[src/rtl/spi_eng_pkg.sv]
package spi_eng_pkg;
    localparam int MAXW = 16;

    typedef enum logic [1:0] {ST_IDLE, ST_LEAD, ST_SHIFT, ST_GAP} eng_state_t;

    localparam logic [1:0] XM_BOTH   = 2'd0;
    localparam logic [1:0] XM_TXONLY = 2'd1;
    localparam logic [1:0] XM_RXONLY = 2'd2;

    function automatic logic [4:0] frame_bits(input logic [1:0] code);
        case (code)
            2'd0:    return 5'd4;
            2'd2:    return 5'd16;
            default: return 5'd8;
        endcase
    endfunction

    function automatic logic [MAXW-1:0] low_mask(input logic [4:0] n);
        return (n >= 5'd16) ? 16'hFFFF : 16'((17'd1 << n) - 17'd1);
    endfunction

    function automatic logic [MAXW-1:0] rev_low(input logic [MAXW-1:0] d, input logic [4:0] n);
        logic [MAXW-1:0] r;
        r = '0;
        for (int i = 0; i < MAXW; i++)
            if (i < int'(n)) r[int'(n) - 1 - i] = d[i];
        return r;
    endfunction
endpackage

[src/rtl/spi_fifo.sv]
module spi_fifo #(
    parameter int W     = 16,
    parameter int DEPTH = 8,
    localparam int AW   = $clog2(DEPTH),
    localparam int CW   = AW + 1
) (
    input  logic          clk,
    input  logic          rst_n,
    input  logic          push,
    input  logic [W-1:0]  wdata,
    input  logic          pop,
    output logic [W-1:0]  rdata,
    output logic [CW-1:0] count,
    output logic          full,
    output logic          empty
);
    logic [W-1:0]  mem [DEPTH];
    logic [AW-1:0] wp, rp;
    logic          do_push, do_pop;

    assign full    = (count == CW'(DEPTH));
    assign empty   = (count == '0);
    assign do_push = push && !full;
    assign do_pop  = pop && !empty;
    assign rdata   = mem[rp];

    always_ff @(posedge clk or negedge rst_n) begin
        if (!rst_n) begin
            wp    <= '0;
            rp    <= '0;
            count <= '0;
        end else begin
            if (do_push) wp <= (wp == AW'(DEPTH - 1)) ? '0 : wp + 1'b1;
            if (do_pop)  rp <= (rp == AW'(DEPTH - 1)) ? '0 : rp + 1'b1;
            count <= count + CW'(do_push) - CW'(do_pop);
        end
    end

    always_ff @(posedge clk) begin
        if (do_push) mem[wp] <= wdata;
    end

    // occupancy never exceeds the storage
    a_r9_count_bound: assert property (@(posedge clk) disable iff (!rst_n)
        count <= CW'(DEPTH));
endmodule

[src/rtl/spi_shift_fsm.sv]
module spi_shift_fsm
    import spi_eng_pkg::*;
#(
    parameter int DIVW = 8,
    parameter int CNTW = 8
) (
    input  logic            clk,
    input  logic            rst_n,
    input  logic            en,
    input  logic [1:0]      frame_sel,
    input  logic            cpol,
    input  logic            cpha,
    input  logic            lsb_first,
    input  logic [1:0]      sel_gap,
    input  logic            lead_full,
    input  logic [1:0]      xfer_mode,
    input  logic [DIVW-1:0] half_div,
    input  logic [CNTW-1:0] rx_frames,
    input  logic [MAXW-1:0] tx_head,
    input  logic            tx_empty,
    input  logic            miso,
    output logic            tx_pop,
    output logic            rx_push,
    output logic [MAXW-1:0] rx_word,
    output logic            sclk,
    output logic            mosi,
    output logic            ss_n,
    output logic            busy
);
    eng_state_t      st, st_nx;
    logic [DIVW-1:0] tcnt, hd;
    logic [5:0]      h;
    logic [1:0]      lcnt, lead_n, gap_n;
    logic [MAXW-1:0] tsh, rsh, masked;
    logic [CNTW-1:0] rx_left;
    logic [4:0]      nb;
    logic            rxonly, have_next, tick, frame_end, lead_last, gap_last, load;

    assign nb        = frame_bits(frame_sel);
    assign rxonly    = (xfer_mode == XM_RXONLY);
    assign have_next = en && (rxonly ? (rx_left != '0) : !tx_empty);
    assign hd        = (half_div == '0) ? DIVW'(1) : half_div;
    assign tick      = (st != ST_IDLE) && (tcnt == hd - 1'b1);
    assign lead_n    = lead_full ? 2'd2 : 2'd1;
    assign gap_n     = (sel_gap == 2'd1) ? 2'd1 : 2'd2;
    assign frame_end = (st == ST_SHIFT) && tick && (h == {nb, 1'b0} - 6'd1);
    assign lead_last = (st == ST_LEAD) && tick && (lcnt == lead_n - 2'd1);
    assign gap_last  = (st == ST_GAP) && tick && (lcnt == gap_n - 2'd1);
    assign load      = have_next && ((st == ST_IDLE) || (frame_end && sel_gap == 2'd0) || gap_last);
    assign tx_pop    = load && !rxonly;
    assign rx_push   = frame_end && (xfer_mode != XM_TXONLY);
    assign masked    = lsb_first ? rev_low(rsh, nb) : (rsh & low_mask(nb));
    assign rx_word   = masked;

    always_comb begin
        st_nx = st;
        unique case (st)
            ST_IDLE:  if (have_next) st_nx = ST_LEAD;
            ST_LEAD:  if (lead_last) st_nx = ST_SHIFT;
            ST_SHIFT: if (frame_end)
                          st_nx = (sel_gap != 2'd0) ? ST_GAP : (have_next ? ST_SHIFT : ST_IDLE);
            ST_GAP:   if (gap_last) st_nx = have_next ? ST_LEAD : ST_IDLE;
        endcase
    end

    always_ff @(posedge clk or negedge rst_n) begin
        if (!rst_n) st <= ST_IDLE;
        else        st <= st_nx;
    end

    always_ff @(posedge clk or negedge rst_n) begin
        if (!rst_n) begin
            tcnt    <= '0;
            lcnt    <= '0;
            h       <= '0;
            tsh     <= '0;
            rsh     <= '0;
            rx_left <= '0;
        end else begin
            tcnt <= (st == ST_IDLE || tick) ? '0 : tcnt + 1'b1;
            if (st_nx != st)  lcnt <= '0;
            else if (tick)    lcnt <= lcnt + 2'd1;
            if (st != ST_SHIFT || frame_end) h <= '0;
            else if (tick)                   h <= h + 6'd1;
            if (load)
                tsh <= rxonly ? '0 :
                       ((lsb_first ? rev_low(tx_head, nb) : (tx_head & low_mask(nb))) << (5'd16 - nb));
            else if (st == ST_SHIFT && tick && h[0])
                tsh <= tsh << 1;
            if (st == ST_SHIFT && tick && !h[0]) rsh <= {rsh[MAXW-2:0], miso};
            if (st == ST_IDLE && !en)  rx_left <= rx_frames;
            else if (load && rxonly)   rx_left <= rx_left - 1'b1;
        end
    end

    always_comb begin
        ss_n = !(st == ST_LEAD || st == ST_SHIFT);
        sclk = cpol ^ ((st == ST_SHIFT) && (h[0] ^ cpha));
        mosi = (st == ST_SHIFT) ? tsh[MAXW-1] : 1'b0;
        busy = (st != ST_IDLE);
    end

    // clock parked at its idle level whenever the select is released
    a_r2_idle_clock: assert property (@(posedge clk) disable iff (!rst_n)
        ss_n |-> (sclk == cpol));
    // receive-only drives zeros on the data pin
    a_r8_rxonly_zero: assert property (@(posedge clk) disable iff (!rst_n)
        (!ss_n && xfer_mode == XM_RXONLY) |-> !mosi);
    // a disabled idle engine stays idle
    a_r13_hold_idle: assert property (@(posedge clk) disable iff (!rst_n)
        (st == ST_IDLE && !en) |=> (st == ST_IDLE));
    // keep-low mode chains frames without releasing the select
    a_r5_keep_low: assert property (@(posedge clk) disable iff (!rst_n)
        (frame_end && sel_gap == 2'd0 && have_next) |=> !ss_n);
endmodule

[src/rtl/spi_irq_flags.sv]
module spi_irq_flags #(
    parameter int CW = 4
) (
    input  logic          clk,
    input  logic          rst_n,
    input  logic          busy,
    input  logic          tx_wr,
    input  logic          tx_full,
    input  logic          tx_empty,
    input  logic [CW-1:0] tx_count,
    input  logic [CW-1:0] tx_thresh,
    input  logic          rx_rd,
    input  logic          rx_push,
    input  logic          rx_full,
    input  logic          rx_empty,
    input  logic [CW-1:0] rx_count,
    input  logic [CW-1:0] rx_thresh,
    input  logic [4:0]    int_mask,
    input  logic          clr_all,
    input  logic          clr_rxu,
    input  logic          clr_rxo,
    input  logic          clr_txo,
    output logic [4:0]    status,
    output logic [4:0]    int_raw,
    output logic [4:0]    int_out
);
    logic txo, rxu, rxo;

    always_ff @(posedge clk or negedge rst_n) begin
        if (!rst_n) begin
            txo <= 1'b0;
            rxu <= 1'b0;
            rxo <= 1'b0;
        end else begin
            if (clr_all || clr_txo)      txo <= 1'b0;
            else if (tx_wr && tx_full)   txo <= 1'b1;
            if (clr_all || clr_rxu)      rxu <= 1'b0;
            else if (rx_rd && rx_empty)  rxu <= 1'b1;
            if (clr_all || clr_rxo)      rxo <= 1'b0;
            else if (rx_push && rx_full) rxo <= 1'b1;
        end
    end

    assign status  = {rx_full, rx_empty, tx_empty, tx_full, busy};
    assign int_raw = {rx_count >= rx_thresh, rxo, rxu, txo, tx_count <= tx_thresh};
    assign int_out = int_raw & int_mask;

    // clear-all empties every sticky flag on the next cycle
    a_r11_clear_all: assert property (@(posedge clk) disable iff (!rst_n)
        clr_all |=> (int_raw[3:1] == 3'b000));
    // overflow flag holds until a clear arrives
    a_r11_sticky_txo: assert property (@(posedge clk) disable iff (!rst_n)
        (int_raw[1] && !clr_all && !clr_txo) |=> int_raw[1]);
    // full and empty never together
    a_r9_full_empty: assert property (@(posedge clk) disable iff (!rst_n)
        !(status[1] && status[2]) && !(status[3] && status[4]));
endmodule

[src/rtl/spi_serial_engine.sv]
module spi_serial_engine
    import spi_eng_pkg::*;
#(
    parameter int DEPTH = 8,
    parameter int DIVW  = 8,
    parameter int CNTW  = 8
) (
    input  logic                   clk,
    input  logic                   rst_n,
    input  logic                   en,
    input  logic [1:0]             frame_sel,
    input  logic                   cpol,
    input  logic                   cpha,
    input  logic                   lsb_first,
    input  logic [1:0]             sel_gap,
    input  logic                   lead_full,
    input  logic [1:0]             xfer_mode,
    input  logic [DIVW-1:0]        half_div,
    input  logic [CNTW-1:0]        rx_frames,
    input  logic [$clog2(DEPTH):0] tx_thresh,
    input  logic [$clog2(DEPTH):0] rx_thresh,
    input  logic                   tx_wr,
    input  logic [15:0]            tx_data,
    input  logic                   rx_rd,
    output logic [15:0]            rx_data,
    input  logic [4:0]             int_mask,
    input  logic                   clr_all,
    input  logic                   clr_rxu,
    input  logic                   clr_rxo,
    input  logic                   clr_txo,
    output logic                   sclk,
    output logic                   mosi,
    output logic                   ss_n,
    input  logic                   miso,
    output logic [4:0]             status,
    output logic [4:0]             int_raw,
    output logic [4:0]             int_out
);
    localparam int CW = $clog2(DEPTH) + 1;

    logic [MAXW-1:0] tx_head, rx_word;
    logic [CW-1:0]   tx_count, rx_count;
    logic            tx_full, tx_empty, rx_full, rx_empty;
    logic            tx_pop, rx_push, busy;

    spi_fifo #(.W(MAXW), .DEPTH(DEPTH)) u_txq (
        .clk(clk), .rst_n(rst_n), .push(tx_wr), .wdata(tx_data), .pop(tx_pop),
        .rdata(tx_head), .count(tx_count), .full(tx_full), .empty(tx_empty));

    spi_fifo #(.W(MAXW), .DEPTH(DEPTH)) u_rxq (
        .clk(clk), .rst_n(rst_n), .push(rx_push), .wdata(rx_word), .pop(rx_rd),
        .rdata(rx_data), .count(rx_count), .full(rx_full), .empty(rx_empty));

    spi_shift_fsm #(.DIVW(DIVW), .CNTW(CNTW)) u_fsm (
        .clk(clk), .rst_n(rst_n), .en(en), .frame_sel(frame_sel), .cpol(cpol),
        .cpha(cpha), .lsb_first(lsb_first), .sel_gap(sel_gap), .lead_full(lead_full),
        .xfer_mode(xfer_mode), .half_div(half_div), .rx_frames(rx_frames),
        .tx_head(tx_head), .tx_empty(tx_empty), .miso(miso), .tx_pop(tx_pop),
        .rx_push(rx_push), .rx_word(rx_word), .sclk(sclk), .mosi(mosi),
        .ss_n(ss_n), .busy(busy));

    spi_irq_flags #(.CW(CW)) u_flags (
        .clk(clk), .rst_n(rst_n), .busy(busy), .tx_wr(tx_wr), .tx_full(tx_full),
        .tx_empty(tx_empty), .tx_count(tx_count), .tx_thresh(tx_thresh),
        .rx_rd(rx_rd), .rx_push(rx_push), .rx_full(rx_full), .rx_empty(rx_empty),
        .rx_count(rx_count), .rx_thresh(rx_thresh), .int_mask(int_mask),
        .clr_all(clr_all), .clr_rxu(clr_rxu), .clr_rxo(clr_rxo), .clr_txo(clr_txo),
        .status(status), .int_raw(int_raw), .int_out(int_out));
endmodule

[config.mk]
export PLATFORM = sky130hd
export DESIGN_NAME = spi_serial_engine
export DESIGN_NICKNAME = d
export VERILOG_FILES = /design/src/rtl/spi_eng_pkg.sv /design/src/rtl/spi_fifo.sv /design/src/rtl/spi_shift_fsm.sv /design/src/rtl/spi_irq_flags.sv /design/src/rtl/spi_serial_engine.sv
export SDC_FILE = /design/constraint.sdc
export NUM_CORES = 1
export LEC_CHECK = 0
export BUFFER_PORTS_ARGS = -buffer_cell sky130_fd_sc_hd__buf_2
export CORE_AREA = 2 2 224 160
export CTS_BUF_LIST = sky130_fd_sc_hd__clkbuf_16
export DETAILED_ROUTE_END_ITERATION = 10
export DIE_AREA = 0 0 226 162
export GPL_TIMING_DRIVEN = 0
export SLEW_MARGIN = 20
export SYNTH_ARGS = -nofsm -noshare
export SYNTH_HDL_FRONTEND = slang
export SYNTH_SLANG_ARGS = --single-unit
[constraint.sdc]
create_clock -name clk -period 5.2 [get_ports clk]
set_clock_uncertainty 0.1 [all_clocks]
set_input_delay 0.26 -clock clk [delete_from_list [all_inputs] [get_ports clk]]
set_output_delay 0.26 -clock clk [all_outputs]
set_load 0.005 [all_outputs]
# ---- Yosys cells after proc, flatten, opt, wreduce, memory -nomap -nowiden
# Memories as Yosys holds them, arrays and structs flattened.
# Cells that the tools add are included.
dict set report word_totals {
  ff_bits 81
  ram_bits 256
  input_bits 65
  wordCells 354
  mem_count 2
}
# name depth word_bits rd rd_ports_with_merged_regs wr line
set memory_table {}
lappend memory_table {u_rxq.mem 8 16 1 0 1 spi_fifo.sv:17} ;# logic [W-1:0] mem [DEPTH];
lappend memory_table {u_txq.mem 8 16 1 0 1 spi_fifo.sv:17}
dict set report classes {
  n_addsub 34
  n_lt_le_gt_ge 51
  eq_ne 19
  shifts 2
  mux 151
  bitwise 7
  n_reduce_logical 72
}
# cell n
set op_table {}
lappend op_table {{two-way mux 16 bit} 54}
lappend op_table {{greater-or-equal comparator 32 x 1 -> 1 bit, second input constant} 16}
lappend op_table {{less-than comparator 32 x 6 -> 1 bit, second input constant} 16}
lappend op_table {{bitwise mux 16 bit} 30}
lappend op_table {{subtractor 32 x 5 -> 32 bit, second input constant} 8}
lappend op_table {{subtractor 32 x 4 -> 32 bit, second input constant} 4}
lappend op_table {{bitwise AND 16 bit} 4}
lappend op_table {{demux 1 bit (select 4 bit)} 16}
lappend op_table {{subtractor 32 x 3 -> 32 bit, second input constant} 2}
lappend op_table {{logical AND 1 bit} 40}
lappend op_table {{less-than comparator 4 x 5 -> 1 bit, first input constant} 8}
lappend op_table {{two-way mux 8 bit} 4}
lappend op_table {{subtractor 32 x 2 -> 32 bit, second input constant} 1}
lappend op_table {{two-way mux 1 bit} 29}
lappend op_table {{less-than comparator 3 x 5 -> 1 bit, first input constant} 4}
lappend op_table {{two-way mux 2 bit} 10}
lappend op_table {{nonzero test 2 bit} 9}
lappend op_table {{left shift 1 x 5 -> 16 bit, first input constant} 1}
lappend op_table {{left shift 16 x 5 -> 16 bit} 1}
lappend op_table {{subtractor 16 x 1 -> 16 bit, second input constant} 1}
lappend op_table {{subtractor 8 x 1 -> 8 bit, second input constant} 2}
lappend op_table {{adder 3 x 1 -> 3 bit, second input constant} 4}
lappend op_table {{== test 3 bit, second input constant} 4}
lappend op_table {{two-way mux 3 bit} 4}
lappend op_table {{other kinds (34)} 64}

# ---- Longest topological paths before layout
# Gate-level depths: netlist of the first run.
dict set report logic_depth {
  depth_word 61
  ltp_mapped 19
}

# ---- Modules after synthesis
# A second synthesis of the first run with hierarchy kept.
dict set report unflattened {
  cells_unflattened 1015
  hier_area_um2 15708.8
}
# mod instances cells_per_inst area_per_inst_um2
set by_module_without_submodules {}
lappend by_module_without_submodules {spi_fifo 2 246 5569.1}
lappend by_module_without_submodules {spi_shift_fsm 1 471 4157.7}
lappend by_module_without_submodules {spi_irq_flags 1 52 412.9}

# ---- Least setup slack after synthesis of the first run
# No wires, ideal clock.
dict set report synth_timing {
  path_type {input to register}
  startpoint {in half_div[3]}
  endpoint {mem u_rxq.mem[4][0], enable pin}
  setup_ns 0.436
  arrival_time_ns 4.497
  required_ns 4.664
  slack_ns 0.167
  path_stages 12
  n_path_buf 2
  cell_sequence {nor4_1 a21oi_1 ha_1 xnor2_1 a221o_1 a2111oi_0 nand3_1 nor3_1 buf_2 nand4b_1 clkbuf_1 nor4b_1}
}
dict set report synth_via {
  elab_chain_cells 11
}
# element line
set synth_rtl {}
lappend synth_rtl {{from (decl)} spi_serial_engine.sv:18} ;# input logic [DIVW-1:0] half_div,
lappend synth_rtl {{logical NOT 8 bit} spi_shift_fsm.sv:42} ;# assign hd = (half_div == '0) ? DIVW'(1) : half_div;
lappend synth_rtl {{two-way mux 8 bit *} spi_shift_fsm.sv:42}
lappend synth_rtl {{subtractor 8 x 1 -> 8 bit *} spi_shift_fsm.sv:43} ;# assign tick = (st != ST_IDLE) && (tcnt == hd - 1'b1);
lappend synth_rtl {{== test 8 bit *} spi_shift_fsm.sv:43}
lappend synth_rtl {{logical AND 1 bit *} spi_shift_fsm.sv:43}
lappend synth_rtl {{logical AND 1 bit * (2 in series)} spi_shift_fsm.sv:46} ;# assign frame_end = (st == ST_SHIFT) && tick && (h == {nb, 1'b0} - 6'd1);
lappend synth_rtl {{logical AND 1 bit *} spi_shift_fsm.sv:51} ;# assign rx_push = frame_end && (xfer_mode != XM_TXONLY);
lappend synth_rtl {{logical AND 1 bit *} spi_fifo.sv:23} ;# assign do_push = push && !full;
lappend synth_rtl {{two-way mux 1 bit *} spi_fifo.sv:40} ;# if (do_push) mem[wp] <= wdata;
lappend synth_rtl {{two-way mux 1 bit (not written as such) *} spi_fifo.sv:40}
lappend synth_rtl {{to (decl)} spi_fifo.sv:17}
# Every way passes the cells marked *; elsewhere a longest branch is shown, timed or not.

# ---- Worst setup path in the final report of the first run
dict set report layout_timing {
  startpoint {in half_div[3]}
  endpoint {mem u_rxq.mem[4][8], enable pin}
}
# Same word-level chain as after synthesis.

==> summary.md, run 1 <==
| Metric | Value |
|---|---|
| Outcome | `finished clean` |
| Cell variety after synth | `64` |
| CP max-delay cell | `nor4_1` |
| Required @ worst endpoint | `approximately 5300 ps` |
| Worst path cell trace | `buf_2 -> nor4_1 -> a21oi_1 -> ha_1 -> xnor2_1 -> a221o_1 -> a2111oi_0 -> nand3_1 -> nor3_1 -> buf_2 -> nand4b_1 -> clkbuf_1 -> nor4b_4 -> buf_2 -> buf_2 -> buf_4` |
| Commonest non-fill, non-tap cell in the layout | `edfxtp_1` |
| Diode count | `0` |
| Flops & latches, synth | `337` |
| Dominant cells by area after synthesis | `edfxtp_1 (50%), dfrtp_1 (13%), mux4_2 (9.6%)` |
| Post-synth top flop | `edfxtp_1` |
| DR WL/cell | `between 15 and 20 µm` |
| Layout area overhead | `18.77%` |
| Most used cell, CP | `buf_2` |
| # DRC | `0` |
| Worst skew pair latency | `between 500 and 600 ps` |
| IO Pins | `just under 100` |
| Layout Nets | `between 1k and 1.5k` |
| Peak VDD IR | `0.2155 mV` |
| Post-synth EDFFs | `~260` |
| Mapped Nets | `1,099` |
| Vias in the first global route | `between 9k and 10k` |
| ANT nets after route | `0` |
| Num rows | `between 50 and 60` |
| H-tree depth | `2` |
| CP Capture Type | `flop` |
| Synth area leader | `edfxtp_1` |
| YS warnings | `0` |
| Leakage | `between 6 and 7 nW` |
| Starting density of the core | `between 40% and 50%` |
| Worst r2r dst | `u_rxq.mem[4][8]` |
| Slew margin rel. | `35.74%` |
| Hold Path Stages | `4` |
| Tightest Hold Check Type | `in -> reg` |
| Vias | `9,031` |
| Hold slack | `~53 ps` |
| Total wire length | `around 33,000 µm` |
| Antenna violations before repair | `0` |
| Iter 0 DRT Violations | `slightly above 900` |
| Syn Area/Cell | `roughly 15 µm²` |
| Worst hold start | `tx_wr` |
| Most frequent cells in the layout | `edfxtp_1 (256), buf_2 (118), dfrtp_1 (81), mux4_2 (65), inv_1 (54)` |
| GRT Util Overall | `18.62%` |
| Flop2flop setup slack | `around 840 ps` |
| Worst path max stage delay | `just over 500 ps` |
| Peak Freq | `roughly 0.21 GHz` |
| Pin count of the biggest net entering global routing | `between 50 and 60` |
| Final setup fails | `0` |
| Final hold violations | `0` |
| CORE AREA | `roughly 0.034 mm²` |
| Fraction of registers with async set/reset | `around a quarter` |
| Global-route wire length before repair | `approximately 52,000 µm` |
| Power per cell area | `around 470 mW/mm²` |
| Fraction of layout cells with a size suffix above 1 | `between 20 and 30%` |
| CP max FO | `10` |
| CP arrival | `4880 ps` |
| Worst setup path class | `in -> reg` |
| Clock sink count | `around 340` |
| Post-route cell area | `approximately 0.018 mm²` |
| Final Max Tran Viols | `0` |
| Remaining Overflow, GRT | `0` |
| Vias/cell | `5.350` |
| 1st-pass router iterations | `5` |
| MaxCap Viol Count | `0` |
| Reg-to-Reg Start | `u_fsm.tcnt[0]` |
| Root Buffer | `clkbuf_16` |
| Dpl cell area | `roughly 0.017 mm²` |
| Placed cell count | `between 1.5k and 2k` |
| Synth Instances | `~1,000` |
| Synth top area share | `between 50% and 60%` |
| Num CTS Buffers | `35` |
| Tcrit/Tclk final | `between 90% and 100%` |
| Final Wtd Congestion | `0.8428` |
| Worst-margin pin slew | `slightly below 1000 ps` |
| PortBufs | `a little under 100` |
| Worst reg2reg path depth | `11` |
| Layout Utilization | `around 53%` |
| Die area | `between 0.03 and 0.04 mm²` |
| Finished Layout Cells | `1,688` |
| CTS tree | `done` |
| Die Y | `162 µm` |
| CP startpoint kind | `input pin` |
| Hold worst-path end | `u_txq.wp[2]` |
| Clock Path Buffers | `3` |
| Setup ws final | `roughly 460 ps` |
| RSZ-0062 raised after global routing | `false` |
| Minimum clock period | `between 4000 and 5000 ps` |
| Clk slew on worst S/H paths | `60 ps` |
| Die X | `approximately 230 µm` |
| Pre-CTS worst setup slack | `-201.5 ps` |
| Syn Std Cell Area | `approximately 0.015 mm²` |
| Sequential fraction of the synthesis area | `63.66%` |
| DP Wirelength | `about 23,000 µm` |
[timing repair]
action | in CTS | in global routing
hold buffers | 32 | 0
buffers inserted | 0 | 0
setup endpoints to repair | 0 | 4
gates resized for setup | 0 | 1
hold endpoints to repair | 212 | 0
[how the worst max path moves through the flow]
stage	slack, ps	start	endpoint	depth (start not counted)
floorplan	170	half_div[3]	u_rxq.mem[4][0]	12
global placement	-2360	half_div[3]	u_rxq.mem[5][9]	13
detailed placement	-200	half_div[3]	u_rxq.mem[4][8]	16
CTS	310	half_div[3]	u_rxq.mem[4][8]	16
global route	160	half_div[3]	u_rxq.mem[4][8]	16
finish	460	half_div[3]	u_rxq.mem[4][8]	16
[flip-flops by register name, indices dropped and copies added, names as in the netlist, 4 cells and up]
register       flops
u_rxq.mem        128
u_fsm.h            6
u_txq.mem        128
u_fsm.tcnt         8
u_rxq.count        4
u_fsm.tsh         16
u_fsm.rsh         16
u_fsm.rx_left      8
u_txq.count        4
[cells in the mapped netlist, types with 18 or more instances]
master	count
nor2_1	52
nor3_1	25
mux4_2	65
dfrtp_1	81
clkbuf_1	22
a21oi_1	27
xnor2_1	18
mux2i_1	42
edfxtp_1	256
o21ai_0	29
nand2_1	53
mux2_2	51
ha_1	38
inv_1	44
[metal layers]
| metal | part of all wire (%) | up-vias | track usage, % |
|---|---|---|---|
| met5 | 0 | - | 0 |
| met1 | 51 | 4496 | 30.26 |
| met4 | 1.5 | 0 | 3.823 |
| li1 | - | 4223 | - |
| met2 | 42 | 272 | 26.42 |
| met3 | 5.4 | 40 | 2.804 |
[final cells by class]
cell class,instances,area [µm²]
clock inverters,26,237.7
clock buffers,36,900.9
flip-flops and latches,337,9714
well taps,472,590.6
fillers,2849,16180
plain buffers,52,266.5
inverters,44,165.2
repair buffers,160,1044
multi-input cells,561,5205
[worst max-delay path: cells and delay by family]
| family | cells | cell delay [ps] |
|---|---|---|
| fa+ha+maj | 1 | 330 |
| xor+xnor | 1 | 120 |
| compound gates | 3 | 750 |
| buf+inv | 6 | 1510 |
| simple gates | 5 | 1890 |
[through the flow]
stage	setup TNS, ps	power, W
CTS	0	0.008622
finish	0	0.008523
global route	0	0.009043
floorplan	0	0.005251
global placement	-246580	0.006031
detailed placement	-981.6	0.006102
[power by group]
group / total [W] / internal (W) / switching, W
registers: 0.00339 / 0.00321 / 0.000187
logic: 0.00264 / 0.00124 / 0.00140
clock network: 0.00249 / 0.00146 / 0.00103
total: 0.00852 / 0.00591 / 0.00262
[cells by family (layout without fill, tap and decap cells)]
kind of cell	after synthesis	in the layout	synth area share [%]
fa+ha+maj	40	40	3.378
simple gates	211	211	6.953
buf+inv	96	318	2.829
mux	158	158	16.11
xor+xnor	32	32	1.837
compound gates	120	120	5.231
flops	337	337	63.66
Note: power is estimated with default switching activity, not from simulation.
==> inputs of run 2 (changes only) <==
--- a/config.mk
+++ b/config.mk
@@ -11,6 +11,7 @@
 export DETAILED_ROUTE_END_ITERATION = 10
 export DIE_AREA = 0 0 226 162
 export GPL_TIMING_DRIVEN = 0
+export PLACE_DENSITY = 0.66
 export SLEW_MARGIN = 20
 export SYNTH_ARGS = -nofsm -noshare
 export SYNTH_HDL_FRONTEND = slang
==> run 2 against run 1 <==
Sequential share of layout area decreased by 0.61 points. Largest cell class unchanged. Routed wire length increased by 2.8%. Non-clock buffer count increased by 2. Highest routed layer unchanged. Critical path depth decreased by 1. Design area increased by 1.2%. Via count increased by 2.4%. Fmax decreased by 1.4%. Combinational power about the same. Hold slack got worse by 17 ps. Count of clock-buffer cells in the layout increased by 1. Sequential power about the same. Register-to-register slack got worse by 130 ps.
==> summary.md, run 2 (synthesis gave the netlist of run 1 again) <==
| Metric | Value |
|---|---|
| CP arrival | `around 5000 ps` |
| Power per cell area | `roughly 480 mW/mm²` |
| Final hold violations | `0` |
| Num CTS Buffers | `36` |
| Clk slew on worst S/H paths | `60 ps` |
| CORE AREA | `around 0.034 mm²` |
| Setup_tns | `0 ps` |
| Die X | `approximately 230 µm` |
| Root Buffer | `clkbuf_16` |
| GRT Util Overall | `a little under a fifth` |
| Peak VDD IR | `around 0.23 mV` |
| Worst setup path class | `in -> reg` |
| Clock Path Buffers | `3` |
| Starting density of the core | `approximately 44%` |
| Vias | `about 9.2k` |
| Iter 0 DRT Violations | `~800` |
| Worst hold start | `rx_rd` |
| PortBufs | `97` |
| Required @ worst endpoint | `~5300 ps` |
| Most frequent cells in the layout | `edfxtp_1 (256), buf_2 (111), dfrtp_1 (81), mux4_2 (65), nand2_1 (53)` |
| Die area | `0.03661 mm²` |
| Clock sink count | `approximately 340` |
| Commonest non-fill, non-tap cell in the layout | `edfxtp_1` |
| ANT nets after route | `0` |
| DP Wirelength | `24,020 µm` |
| Fraction of layout cells with a size suffix above 1 | `28.26%` |
| Tightest Hold Check Type | `in -> reg` |
| Worst reg2reg path depth | `10` |
| Num rows | `57` |
| Final Max Tran Viols | `0` |
| CTS tree | `done` |
| Hold worst-path end | `u_rxq.rp[1]` |
| IO Pins | `slightly below 100` |
| Total wire length | `33,730 µm` |
| H-tree depth | `2` |
| Layout area overhead | `20.14%` |
| Pin count of the biggest net entering global routing | `between 50 and 60` |
| Biggest regs | `u_rxq.mem (128), u_txq.mem (128)` |
| CP max FO | `10` |
| Tcrit/Tclk final | `between 90% and 100%` |
| Flop2flop setup slack | `710 ps` |
| Vias in the first global route | `9,158` |
| RSZ-0062 raised after global routing | `true` |
| Vias/cell | `about 5.5` |
| 1st-pass router iterations | `5` |
| Outcome | `finished clean` |
| Remaining Overflow, GRT | `0` |
| Diode count | `0` |
| Worst-margin pin slew | `989.0 ps` |
| Antenna violations before repair | `0` |
| Minimum clock period | `roughly 4800 ps` |
| Hold Path Stages | `4` |
| Reg-to-Reg Start | `u_fsm.tcnt[0]` |
| CP startpoint kind | `input pin` |
| Die Y | `about 160 µm` |
| # DRC | `0` |
| Peak Freq | `about 0.21 GHz` |
| # Post-CTS Setup Buffers | `0` |
| Final Wtd Congestion | `approximately 0.87` |
| DR WL/cell | `roughly 20 µm` |
| Layout Utilization | `53.44%` |
| CP Capture Type | `flop` |
| Slew margin rel. | `between 30 and 40%` |
| Final setup fails | `0` |
| MaxCap Viol Count | `0` |
| Worst r2r dst | `u_rxq.mem[4][5]` |
| Global-route wire length before repair | `53,130 µm` |
| Worst skew pair latency | `roughly 530 ps` |
| Leakage | `about 6.9 nW` |
| Layout Nets | `1,299` |
run 2: changes by cell type in the layout (fill, tap and decap cells not counted), sizes merged:
cell	before	now
buf	158	160
bufinv	4	8
clkbuf	58	59
clkinv	10	9
clkinvlp	1	2
inv	55	53
run 2: layer usage:
layer,global-route usage [%],vias up,share of wire (%)
li1,-,4223,-
met1,29.04,4651,47
met2,28.20,339,44
met3,3.745,35,7.1
met4,4.485,0,1.5
met5,0,-,0
run 2: worst max path at each step:
stage / slack, ps / startpoint / endpoint
global placement: -2440 / half_div[3] / u_rxq.mem[4][9]
detailed placement: -100 / half_div[3] / u_rxq.mem[0][9]
global route: -20 / half_div[3] / u_rxq.mem[6][9]
CTS: 440 / half_div[3] / u_rxq.mem[0][11]
floorplan: 170 / half_div[3] / u_rxq.mem[4][0]
finish: 390 / half_div[3] / u_rxq.mem[4][5]
run 2: report_power, final:
| part | leakage [nW] | internal, W | total (W) | switching [W] |
|---|---|---|---|---|
| combinational | 2.91 | 0.00125 | 0.00266 | 0.00141 |
| sequential | 3.39 | 0.00321 | 0.00339 | 0.000184 |
| clock | 0.637 | 0.00170 | 0.00275 | 0.00105 |
run 2: cell type report:
| class | instances | area, µm² |
|---|---|---|
| tap | 472 | 590.6 |
| inverter | 44 | 165.2 |
| buffer | 52 | 266.5 |
| multi-input combinational | 561 | 5200 |
| clock buffer | 37 | 925.9 |
| timing repair buffer | 162 | 1117 |
| sequential | 337 | 9714 |
| fill | 2782 | 15970 |
| clock inverter | 28 | 352.8 |
run 2: per-stage QoR:
step | power [W] | worst slack [ps] | instance area [µm²] | hold slack, ps | std cells
2_1_floorplan | 0.005251 | 166.7 | 15260 | -135.6 | 994
6_report | 0.008800 | 392.6 | 18330 | 36.42 | 1693
5_1_grt | 0.009300 | -19.18 | 18330 | 73.87 | 1693
3_3_place_gp | 0.005986 | -2442 | 16340 | 318.2 | 1563
4_1_cts | 0.008886 | 441.5 | 18320 | 19.76 | 1693
3_5_place_dp | 0.006098 | -99.97 | 16720 | 132.1 | 1596
run 2: timing repair:
item / CTS / global route
gates resized for setup: 0 / 1
endpoints found under the hold margin: 221 / 0
hold buffers: 32 / 0
endpoints found under the setup margin: 0 / 9
run 2: worst max-delay path, cell delays in order:
cell	delay [ps]
buf_2	140
nor4_1	480
a21oi_1	130
ha_1	330
xnor2_1	130
a221o_1	260
a2111oi_0	340
nand3_1	310
nor3_1	510
buf_2	330
nand4b_1	250
clkbuf_1	360
nor4b_2	690
buf_4	280
buf_4	160
==> inputs of run 3 (changes only) <==
--- a/config.mk
+++ b/config.mk
@@ -7,7 +7,7 @@
 export LEC_CHECK = 0
 export BUFFER_PORTS_ARGS = -buffer_cell sky130_fd_sc_hd__buf_2
 export CORE_AREA = 2 2 224 160
-export CTS_BUF_LIST = sky130_fd_sc_hd__clkbuf_16
+export CTS_BUF_LIST = sky130_fd_sc_hd__clkbuf_8
 export DETAILED_ROUTE_END_ITERATION = 10
 export DIE_AREA = 0 0 226 162
 export GPL_TIMING_DRIVEN = 0
==> constraint.sdc (replaced) <==
create_clock -name clk -period 5.2 [get_ports clk]
set_clock_uncertainty 0.1 [all_clocks]
set_input_delay 0.52 -clock clk [delete_from_list [all_inputs] [get_ports clk]]
set_output_delay 0.52 -clock clk [all_outputs]
set_load 0.005 [all_outputs]
==> run 3 against run 2 <==
Flip-flop and latch count unchanged. Utilization down 1.7 points. Count of clock-buffer cells in the layout up 18. Highest routed layer unchanged.
==> summary.md, run 3 (synthesis gave the netlist of run 1 again) <==
| Metric | Value |
|---|---|
| Total wire length | `between 30,000 and 40,000 µm` |
| PortBufs | `slightly below 100` |
| Peak Freq | `between 0.2 and 0.25 GHz` |
| Antenna violations before repair | `0` |
| Tightest Hold Check Type | `in -> reg` |
| Final Max Tran Viols | `0` |
| MaxCap Viol Count | `0` |
| Pin count of the biggest net entering global routing | `between 50 and 60` |
| Minimum clock period | `a little under 5000 ps` |
| Final Wtd Congestion | `just under 0.9` |
| Peak VDD IR | `between 0.2 and 0.25 mV` |
| Required @ worst endpoint | `5400 ps` |
| CP Capture Type | `flop` |
| 1st-pass router iterations | `7` |
| # Post-CTS Setup Buffers | `0` |
| H-tree depth | `2` |
| Worst reg2reg path depth | `10` |
| Outcome | `finished clean` |
| Layout Nets | `around 1.3k` |
| Global-route wire length before repair | `52,940 µm` |
| Worst-margin pin slew | `1016 ps` |
| Power per cell area | `456.2 mW/mm²` |
| Vias | `9,166` |
| Worst path max stage delay | `a little over 700 ps` |
| IO Pins | `99` |
| Tcrit/Tclk final | `between 90% and 100%` |
| Layout area overhead | `16.42%` |
| Num CTS Buffers | `53` |
| Starting density of the core | `between 40% and 50%` |
| CP max-delay cell | `nor4b_2` |
| # DRC | `0` |
| Final setup fails | `0` |
| Setup_tns | `0 ps` |
| Clock sink count | `around 340` |
| Worst setup path class | `in -> reg` |
| Num rows | `57` |
| Iter 0 DRT Violations | `slightly above 800` |
| Most frequent cells in the layout | `edfxtp_1 (256), buf_2 (111), dfrtp_1 (81), mux4_2 (65), inv_1 (60)` |
| Fill cells | `around 2.8k` |
| Final hold violations | `0` |
| Clk slew on worst S/H paths | `about 60 ps` |
| Vias/cell | `approximately 5.4` |
| ANT nets after route | `0` |
| CORE AREA | `approximately 0.034 mm²` |
| Root Buffer | `clkbuf_8` |
| Clock Path Buffers | `3` |
| Worst skew pair latency | `slightly above 600 ps` |
| RSZ-0062 raised after global routing | `true` |
| GRT Util Overall | `18.97%` |
| Fraction of layout cells with a size suffix above 1 | `28.96%` |
| Hold Path Stages | `3` |
| DR WL/cell | `between 15 and 20 µm` |
| CTS tree | `done` |
| Biggest regs | `u_rxq.mem (128), u_txq.mem (128)` |
| CP arrival | `between 5000 and 6000 ps` |
| Die X | `approximately 230 µm` |
| Slew margin rel. | `between 30% and 40%` |
| Layout Utilization | `51.79%` |
| Total Power | `between 0.008 and 0.009 W` |
| Remaining Overflow, GRT | `0` |
| Die Y | `162 µm` |
| Diode count | `0` |
| Die area | `about 0.037 mm²` |
| Leakage | `6.737 nW` |
| CP startpoint kind | `input pin` |
| Vias in the first global route | `9,124` |
| Worst path cell trace | `buf_2 -> nor4_1 -> a21oi_1 -> ha_1 -> xnor2_1 -> a221o_1 -> a2111oi_0 -> nand3_1 -> nor3_2 -> buf_2 -> nand4b_1 -> clkbuf_1 -> nor4b_2 -> buf_4 -> buf_4` |
| DP Wirelength | `about 24,000 µm` |
| Commonest non-fill, non-tap cell in the layout | `edfxtp_1` |
| CP max FO | `10` |
## run 3: through the flow
step	hold WS (ps)	instance area [µm²]	instances	setup slack, ps
after floorplan	124.4	15260	994	-93.33
after CTS	7.916	17750	1698	257.7
final	41.49	17770	1698	302.2
after detailed placement	377.1	16720	1596	-360.0
after global placement	365.1	16340	1563	-2702
after global routing	31.15	17770	1698	-29.97
## run 3: critical path, delay by kind of cell
family	cells	cell delay [ps]
buffers and inverters	5	1260
adder cells (fa/ha/maj)	1	330
XOR/XNOR	1	130
AND/OR/NAND/NOR	5	2150
AO/OA/AOI/OAI	3	730
## run 3: power breakdown
part / internal, W / switching, W
combinational: 0.00124 / 0.00141
sequential: 0.00321 / 0.000183
clock: 0.00104 / 0.00103
total: 0.00548 / 0.00262
## run 3: per-layer routing
layer | vias up | track usage (%) | part of all wire, %
met2 | 289 | 27.75 | 44
li1 | 4218 | - | -
met3 | 37 | 3.817 | 6.3
met1 | 4622 | 29.18 | 49
met4 | 0 | 4.515 | 1.4
met5 | - | 0 | 0
## run 3: area by class of cell
cell class | instances | area, µm² | area share (%)
plain buffers | 52 | 266.5 | 1.500
clock buffers | 55 | 757.0 | 4.261
clock inverters | 41 | 210.2 | 1.183
inverters | 44 | 165.2 | 0.9296
multi-input cells | 561 | 5205 | 29.30
flip-flops and latches | 337 | 9714 | 54.68
well taps | 472 | 590.6 | 3.324
repair buffers | 136 | 857.1 | 4.824
## run 3: path summary, 6_finish.rpt
path	to	slack (ps)	start
min in group asynchronous	u_fsm.rx_left[2]	300	rst_n
min	u_fsm.rx_left[2]	40	rx_frames[2]
min reg2reg	u_fsm.tsh[0]	390	u_fsm.tsh[0]
max in group asynchronous	u_txq.count[3]	4090	rst_n
max	u_rxq.mem[4][9]	300	half_div[3]
max reg2reg	u_rxq.mem[4][9]	830	u_fsm.tcnt[0]
## run 3: what timing repair did
| item | in CTS | in global routing |
|---|---|---|
| resized for setup | 0 | 2 |
| hold endpoints to repair | 33 | 0 |
| hold buffers | 6 | 0 |
| endpoints found under the setup margin | 0 | 37 |
